==> config.mk <==
export PLATFORM = sky130hd
export DESIGN_NAME = bank_mirror_ctrl
export DESIGN_NICKNAME = d
export VERILOG_FILES = /design/src/rtl/bank_mirror_pkg.sv /design/src/rtl/bank_op_decode.sv /design/src/rtl/page_desc_lookup.sv /design/src/rtl/bank_mirror_map.sv /design/src/rtl/bank_mirror_ctrl.sv
export SDC_FILE = /design/constraint.sdc
export NUM_CORES = 1
export LEC_CHECK = 0
export CAP_MARGIN = 15
export CORE_MARGIN = 5
export CORE_UTILIZATION = 25
export CTS_BUF_LIST = sky130_fd_sc_hd__clkbuf_2
export DETAILED_ROUTE_END_ITERATION = 10
export PLACE_DENSITY = 0.95
export SLEW_MARGIN = 10
export SYNTH_ARGS = -nofsm -noshare
export SYNTH_HDL_FRONTEND = slang
export SYNTH_SLANG_ARGS = --single-unit
==> constraint.sdc <==
create_clock -name clk -period 4.1 [get_ports clk]
set_input_delay 0.82 -clock clk [delete_from_list [all_inputs] [get_ports clk]]
set_output_delay 0.82 -clock clk [all_outputs]
set_load 0.02 [all_outputs]
==> src/rtl/bank_mirror_pkg.sv <==
// Shared types and opcode constants for the module-wide bank selector.
package bank_mirror_pkg;
    // Per-page image descriptor, two bits per page in the configuration table.
    typedef enum logic [1:0] {
        IMG_EMPTY  = 2'd0,
        IMG_SINGLE = 2'd1,
        IMG_TWO    = 2'd2,
        IMG_FOUR   = 2'd3
    } img_kind_e;

    localparam int INSTR_W = 10;

    localparam logic [INSTR_W-1:0] OP_BANK1 = 10'h100;
    localparam logic [INSTR_W-1:0] OP_BANK2 = 10'h180;
    localparam logic [INSTR_W-1:0] OP_BANK3 = 10'h140;
    localparam logic [INSTR_W-1:0] OP_BANK4 = 10'h1C0;
endpackage

==> src/rtl/bank_op_decode.sv <==
// Recognises the four bank-enable opcodes.
// Assumes: the full instruction word is compared, so near-miss codes give no match.
module bank_op_decode
    import bank_mirror_pkg::*;
(
    input  logic [INSTR_W-1:0] instr,
    output logic               is_bank_op,
    output logic [1:0]         bank_sel
);
    // Map each opcode to the bank code (bank number minus one).
    always_comb begin
        is_bank_op = 1'b1;
        bank_sel   = 2'd0;
        unique case (instr)
            OP_BANK1: bank_sel = 2'd0;
            OP_BANK2: bank_sel = 2'd1;
            OP_BANK3: bank_sel = 2'd2;
            OP_BANK4: bank_sel = 2'd3;
            default:  is_bank_op = 1'b0;
        endcase
    end
endmodule

==> src/rtl/page_desc_lookup.sv <==
// Selects the descriptor of the addressed page and tells whether that page
// belongs to the module.
// Assumes: the table packs two bits per page, with page 0 in the lowest bits.
module page_desc_lookup
    import bank_mirror_pkg::*;
#(
    parameter int PAGE_W     = 4,
    parameter int FIRST_PAGE = 4,
    localparam int NUM_PAGES = 1 << PAGE_W
) (
    input  logic [PAGE_W-1:0]      page,
    input  logic [2*NUM_PAGES-1:0] cfg_table,
    output img_kind_e              kind,
    output logic                   page_hit
);
    logic [1:0] desc_arr [NUM_PAGES];

    // Unpack the table into one descriptor per page.
    for (genvar p = 0; p < NUM_PAGES; p++) begin : g_unpack
        assign desc_arr[p] = cfg_table[2*p +: 2];
    end

    logic in_range;

    // Range test and descriptor selection for the current page.
    always_comb begin
        in_range = (int'(page) >= FIRST_PAGE);
        kind     = img_kind_e'(desc_arr[page]);
        page_hit = in_range && (kind != IMG_EMPTY);
    end
endmodule

==> src/rtl/bank_mirror_map.sv <==
// Turns the live bank into a stored image bank, mirroring images that have
// fewer than four banks into the unused slots.
// Assumes: the caller masks the result when the page is empty.
module bank_mirror_map
    import bank_mirror_pkg::*;
(
    input  img_kind_e  kind,
    input  logic [1:0] live_bank,
    output logic [1:0] img_bank
);
    // Fold the live bank onto the number of banks in the image.
    always_comb begin
        unique case (kind)
            IMG_FOUR: img_bank = live_bank;
            IMG_TWO:  img_bank = {1'b0, live_bank[0]};
            default:  img_bank = 2'd0;
        endcase
    end
endmodule

==> src/rtl/bank_mirror_ctrl.sv <==
// Module-wide bank controller. It holds one bank number for all pages,
// updates it from qualified bank-enable fetches and reports, for each
// fetch, which stored image bank to read.
// Assumes: instr is the word at fetch_addr in the same cycle; the
// configuration table is stable while fetches run.
module bank_mirror_ctrl
    import bank_mirror_pkg::*;
#(
    parameter int ADDR_W     = 16,
    parameter int PAGE_W     = 4,
    parameter int FIRST_PAGE = 4,
    localparam int NUM_PAGES = 1 << PAGE_W
) (
    input  logic                   clk,
    input  logic                   rst_n,
    input  logic                   fetch_valid,
    input  logic [ADDR_W-1:0]      fetch_addr,
    input  logic [INSTR_W-1:0]     instr,
    input  logic [2*NUM_PAGES-1:0] cfg_table,
    output logic                   hit,
    output logic [1:0]             img_bank
);
    logic [PAGE_W-1:0] page;
    img_kind_e         kind;
    logic              page_hit;
    logic              is_bank_op;
    logic [1:0]        bank_sel;
    logic [1:0]        bank_q;
    logic [1:0]        mapped;

    assign page = fetch_addr[ADDR_W-1 -: PAGE_W];

    bank_op_decode u_dec (
        .instr      (instr),
        .is_bank_op (is_bank_op),
        .bank_sel   (bank_sel)
    );

    page_desc_lookup #(
        .PAGE_W     (PAGE_W),
        .FIRST_PAGE (FIRST_PAGE)
    ) u_lookup (
        .page      (page),
        .cfg_table (cfg_table),
        .kind      (kind),
        .page_hit  (page_hit)
    );

    bank_mirror_map u_map (
        .kind      (kind),
        .live_bank (bank_q),
        .img_bank  (mapped)
    );

    // Single bank register shared by all pages; loaded by qualified opcodes.
    always_ff @(posedge clk) begin
        if (!rst_n)
            bank_q <= 2'd0;
        else if (fetch_valid && page_hit && is_bank_op)
            bank_q <= bank_sel;
    end

    // Output drive: image bank only for pages that hold an image.
    always_comb begin
        hit      = page_hit;
        img_bank = page_hit ? mapped : 2'd0;
    end


    bank_hold_idle_chk: assert property (@(posedge clk) disable iff (!rst_n)
        !fetch_valid |=> $stable(bank_q));


    bank_hold_foreign_chk: assert property (@(posedge clk) disable iff (!rst_n)
        (fetch_valid && !hit) |=> $stable(bank_q));


    bank_load_b2_chk: assert property (@(posedge clk) disable iff (!rst_n)
        (fetch_valid && hit && instr == OP_BANK2) |=> (bank_q == 2'd1));


    bank_hold_nonop_chk: assert property (@(posedge clk) disable iff (!rst_n)
        (fetch_valid && !is_bank_op) |=> $stable(bank_q));


    single_img_chk: assert property (@(posedge clk) disable iff (!rst_n)
        (hit && kind == IMG_SINGLE) |-> (img_bank == 2'd0));


    two_img_chk: assert property (@(posedge clk) disable iff (!rst_n)
        (hit && kind == IMG_TWO) |-> (img_bank[1] == 1'b0));


    idle_out_chk: assert property (@(posedge clk) disable iff (!rst_n)
        !hit |-> (img_bank == 2'd0));
endmodule

==> impl_metrics.csv <==
group,metric,value,unit
status,outcome,"completed",
finish,layout-drive-gt1-share,11.1,%
clock_network,cts-root-to-sink-buffers,2,
timing,grt_setup_unrepaired,"no",
clock_network,cts_root_buf,"sky130_fd_sc_hd__clkbuf_2",
finish,post_route_insts_no_fill,106,
power,power.sequential.fraction,15.5,%
detailed_routing,route.final.wire_length,1.43,mm
clock_network,count_of_buffers_added_by_post_cts_timing_repair_for_setup,0,
timing,layout_worst_path_cycle_share,96.8,%
finish,fillerInstances,147,
finish,area_delta_synth_final,119,%
power,power.leakage,0.348,nW
finish,final_area,911,um^2
finish,num_antenna_cells,0,
timing,final.setup_skew,0,ns
power,vdd_ir_drop_max,0.0606,mV
clock_network,cts_made_buffers,3,
power,p_sw_share,25.4,%
global_route,grt_start_max_net_pins,9,
timing,final_count_of_hold_timing_violations,0,
worst_setup_path,timing.rr.end,"bank_q[0]$_SDFFE_PN0P_",
global_route,groute.usage.overall,11.2,%
detailed_routing,antenna_violating_nets_post_route,0,
yosys,synthesis.area,417,um^2
worst_hold_path,hp-class,"reg -> reg",
finish,max_flop_register,"bank_q",
power,power.combinational.fraction,62.0,%
worst_setup_path,ff2ff_path_depth,2,
clock_network,cts_tree,"yes",
clock_network,clkTransAtPathRegs,0.03,ns
timing,slew-limit-headroom,74.4,%
timing,setup_viol,0,
global_route,number_of_global_route_vias_before_repair,572,
power,cell_internal_pwr,0.0000948,W
clock_network,cts-hold-fix-buffers,0,
finish,final_cell_mix,"sky130_fd_sc_hd__clkdlybuf4s50_1, sky130_fd_sc_hd__nand2_1, sky130_fd_sc_hd__mux2i_1",
finish,largest_register_ff_count,2,
worst_hold_path,hp-start,"bank_q[0]$_SDFFE_PN0P_",
floorplan,num_ports,64,
detailed_routing,dr.pass1.iters,2,
worst_setup_path,timing.critical_path.arrival,3.15,ns
worst_setup_path,crit_startpoint,"fetch_addr[12]",
timing,fmax,252,MHz
clock_network,clk_latency,0.18,ns
yosys,ys.warnings.count,0,
worst_setup_path,critical_path_required,3.28,ns
floorplan,core_area,1540,um^2
power,power_density,140,nW/um^2
detailed_routing,routed_via_density,5.07,
yosys,yosysSeqAreaShare,9.61,%
clock_network,count_of_instances_resized_after_the_clock_tree_is_built,0,
clock_network,cts.htree.levels,1,
detailed_routing,vias,537,
power,power.share.clock,22.6,%
worst_setup_path,worst_flop_to_flop_path_startpoint,"bank_q[0]$_SDFFE_PN0P_",
placement,numPortBuffers,47,
worst_setup_path,r2r_slack,3.54,ns
yosys,syn_nets,102,
global_route,grt_first_pass_wirelength,2.19,mm
global_route,gr-total-overflow,0,
worst_hold_path,hold-path-endpoint,"bank_q[0]$_SDFFE_PN0P_",
timing,worst-slew-pin-transition,0.383,ns
placement,place_area,896,um^2
placement,place_inst,103,
floorplan,die_width,50.8,um
yosys,syn_avg_cell_area,10.2,um^2
detailed_routing,drc_errors,0,
floorplan,num_rows,14,
yosys,post_synth_inst_count,41,
yosys,synth_cell_types,21,
worst_setup_path,worstSetupPathType,"in -> out",
floorplan,die_height,50.8,um
power,design_power_total,0.000127,W
flow_run,drv_cap,0,
timing,final_slew_viol_count,0,
global_route,grt_antenna_before_repair,0,
yosys,synth-seq-cells,2,
timing,total_negative_slack,0,ns
worst_setup_path,critical_path.startpoint_type,"input port",
detailed_routing,drt-initial-drc-count,2,
placement,gp_congestion,0.687,
finish,final_net_count,153,
worst_setup_path,worstPathMaxFanout,7,
finish,reg.largest.list,"bank_q: 2 flops",
floorplan,floorplan.initialDensity,27.0,%
worst_hold_path,timing.hold.worst_path_depth,2,
worst_setup_path,setup.worst_path.end_class,"primary output",
power,switchingPower,0.0000323,W
finish,layout.cells.most_common,"sky130_fd_sc_hd__clkdlybuf4s50_1",
detailed_routing,detail_route.wl_per_cell,13.5,um
clock_network,cts.sink_count,2,
timing,min_period,3.97,ns
placement,dp_hpwl,1.40,mm
floorplan,die_area,2580,um^2
[Yosys cell counts]
master | instances | area [um^2]
sky130_fd_sc_hd__nand4_1 | 1 | 6.26
sky130_fd_sc_hd__nor2_1 | 3 | 11.3
sky130_fd_sc_hd__dfxtp_1 | 2 | 40.0
sky130_fd_sc_hd__inv_1 | 2 | 7.51
sky130_fd_sc_hd__mux4_1 | 3 | 78.8
sky130_fd_sc_hd__a31oi_4 | 1 | 21.3
sky130_fd_sc_hd__a31oi_1 | 1 | 6.26
sky130_fd_sc_hd__nand2_1 | 9 | 33.8
sky130_fd_sc_hd__and2b_1 | 2 | 15.0
sky130_fd_sc_hd__a32oi_1 | 1 | 8.76
sky130_fd_sc_hd__a21oi_2 | 1 | 8.76
sky130_fd_sc_hd__mux2i_1 | 4 | 40.0
sky130_fd_sc_hd__or4_1 | 1 | 7.51
sky130_fd_sc_hd__mux4_2 | 3 | 67.6
sky130_fd_sc_hd__nor3b_1 | 1 | 7.51
sky130_fd_sc_hd__a22o_1 | 1 | 8.76
sky130_fd_sc_hd__nand2b_1 | 1 | 6.26
sky130_fd_sc_hd__nor2b_1 | 1 | 6.26
sky130_fd_sc_hd__buf_6 | 1 | 11.3
sky130_fd_sc_hd__a32oi_2 | 1 | 16.3
sky130_fd_sc_hd__buf_4 | 1 | 7.51
[through the flow]
stage | utilization (%) | hold slack [ns] | setup WS (ns)
final | 59.1 | 0.462 | 0.133
after global routing | 59.1 | 0.490 | 0.0336
after CTS | 59.1 | 0.461 | 0.104
after detailed placement | 58.1 | 0.458 | 0.104
after global placement | 58.1 | 0.444 | 0.167
after floorplan | - | 0.430 | 1.25
[final cells by class]
class                      count  area (um^2)  share of cell area, %
timing repair buffer          48          478                   52.5
inverter                       2         7.51                  0.824
clock buffer                   3         15.0                   1.65
multi-input combinational     35          350                   38.5
tap                           16         20.0                   2.20
sequential                     2         40.0                   4.40
[metal layers]
metal / track usage (%) / part of all wire (%)
met1: 7.80 / 28
met2: 24.6 / 59
met3: 3.49 / 13
met4: 5.11 / 0
met5: 0 / 0
[critical path: stages]
cell	delay (ns)
sky130_fd_sc_hd__clkdlybuf4s50_1	0.70
sky130_fd_sc_hd__mux4_2	0.57
sky130_fd_sc_hd__a22o_1	0.25
sky130_fd_sc_hd__a31oi_4	0.19
sky130_fd_sc_hd__nor3b_1	0.08
sky130_fd_sc_hd__clkdlybuf4s50_1	0.54
[power groups by stage]
| stage | combinational, W | clock, W | sequential (W) |
|---|---|---|---|
| 3_3_place_gp | 0.0000771 | 0 | 0.0000199 |
| 4_1_cts | 0.0000799 | 0.0000309 | 0.0000197 |
| 3_5_place_dp | 0.0000799 | 0 | 0.0000199 |
| 6_report | 0.0000788 | 0.0000287 | 0.0000197 |
| 2_1_floorplan | 0.0000310 | 0 | 0.0000199 |
| 5_1_grt | 0.0000843 | 0.0000330 | 0.0000197 |
[logic make-up (layout without fill, tap and decap cells)]
family / count (synthesis) / count (layout) / share of synthesized area (%)
multiplexers: 10 / 10 / 44.7
AO/OA/AOI/OAI: 6 / 6 / 16.8
buffers and inverters: 4 / 53 / 6.31
flip-flops: 2 / 2 / 9.61
AND/OR/NAND/NOR: 19 / 19 / 22.5
[how the worst max path moves through the flow]
stage | end | slack [ns] | cells after the start
final | img_bank[1] | 0.13 | 6
after floorplan | img_bank[1] | 1.25 | 5
after detailed placement | hit | 0.10 | 6
after global placement | img_bank[1] | 0.17 | 6
after CTS | hit | 0.10 | 6
after global routing | img_bank[1] | 0.03 | 6
Power figures use the tool's default switching activity.
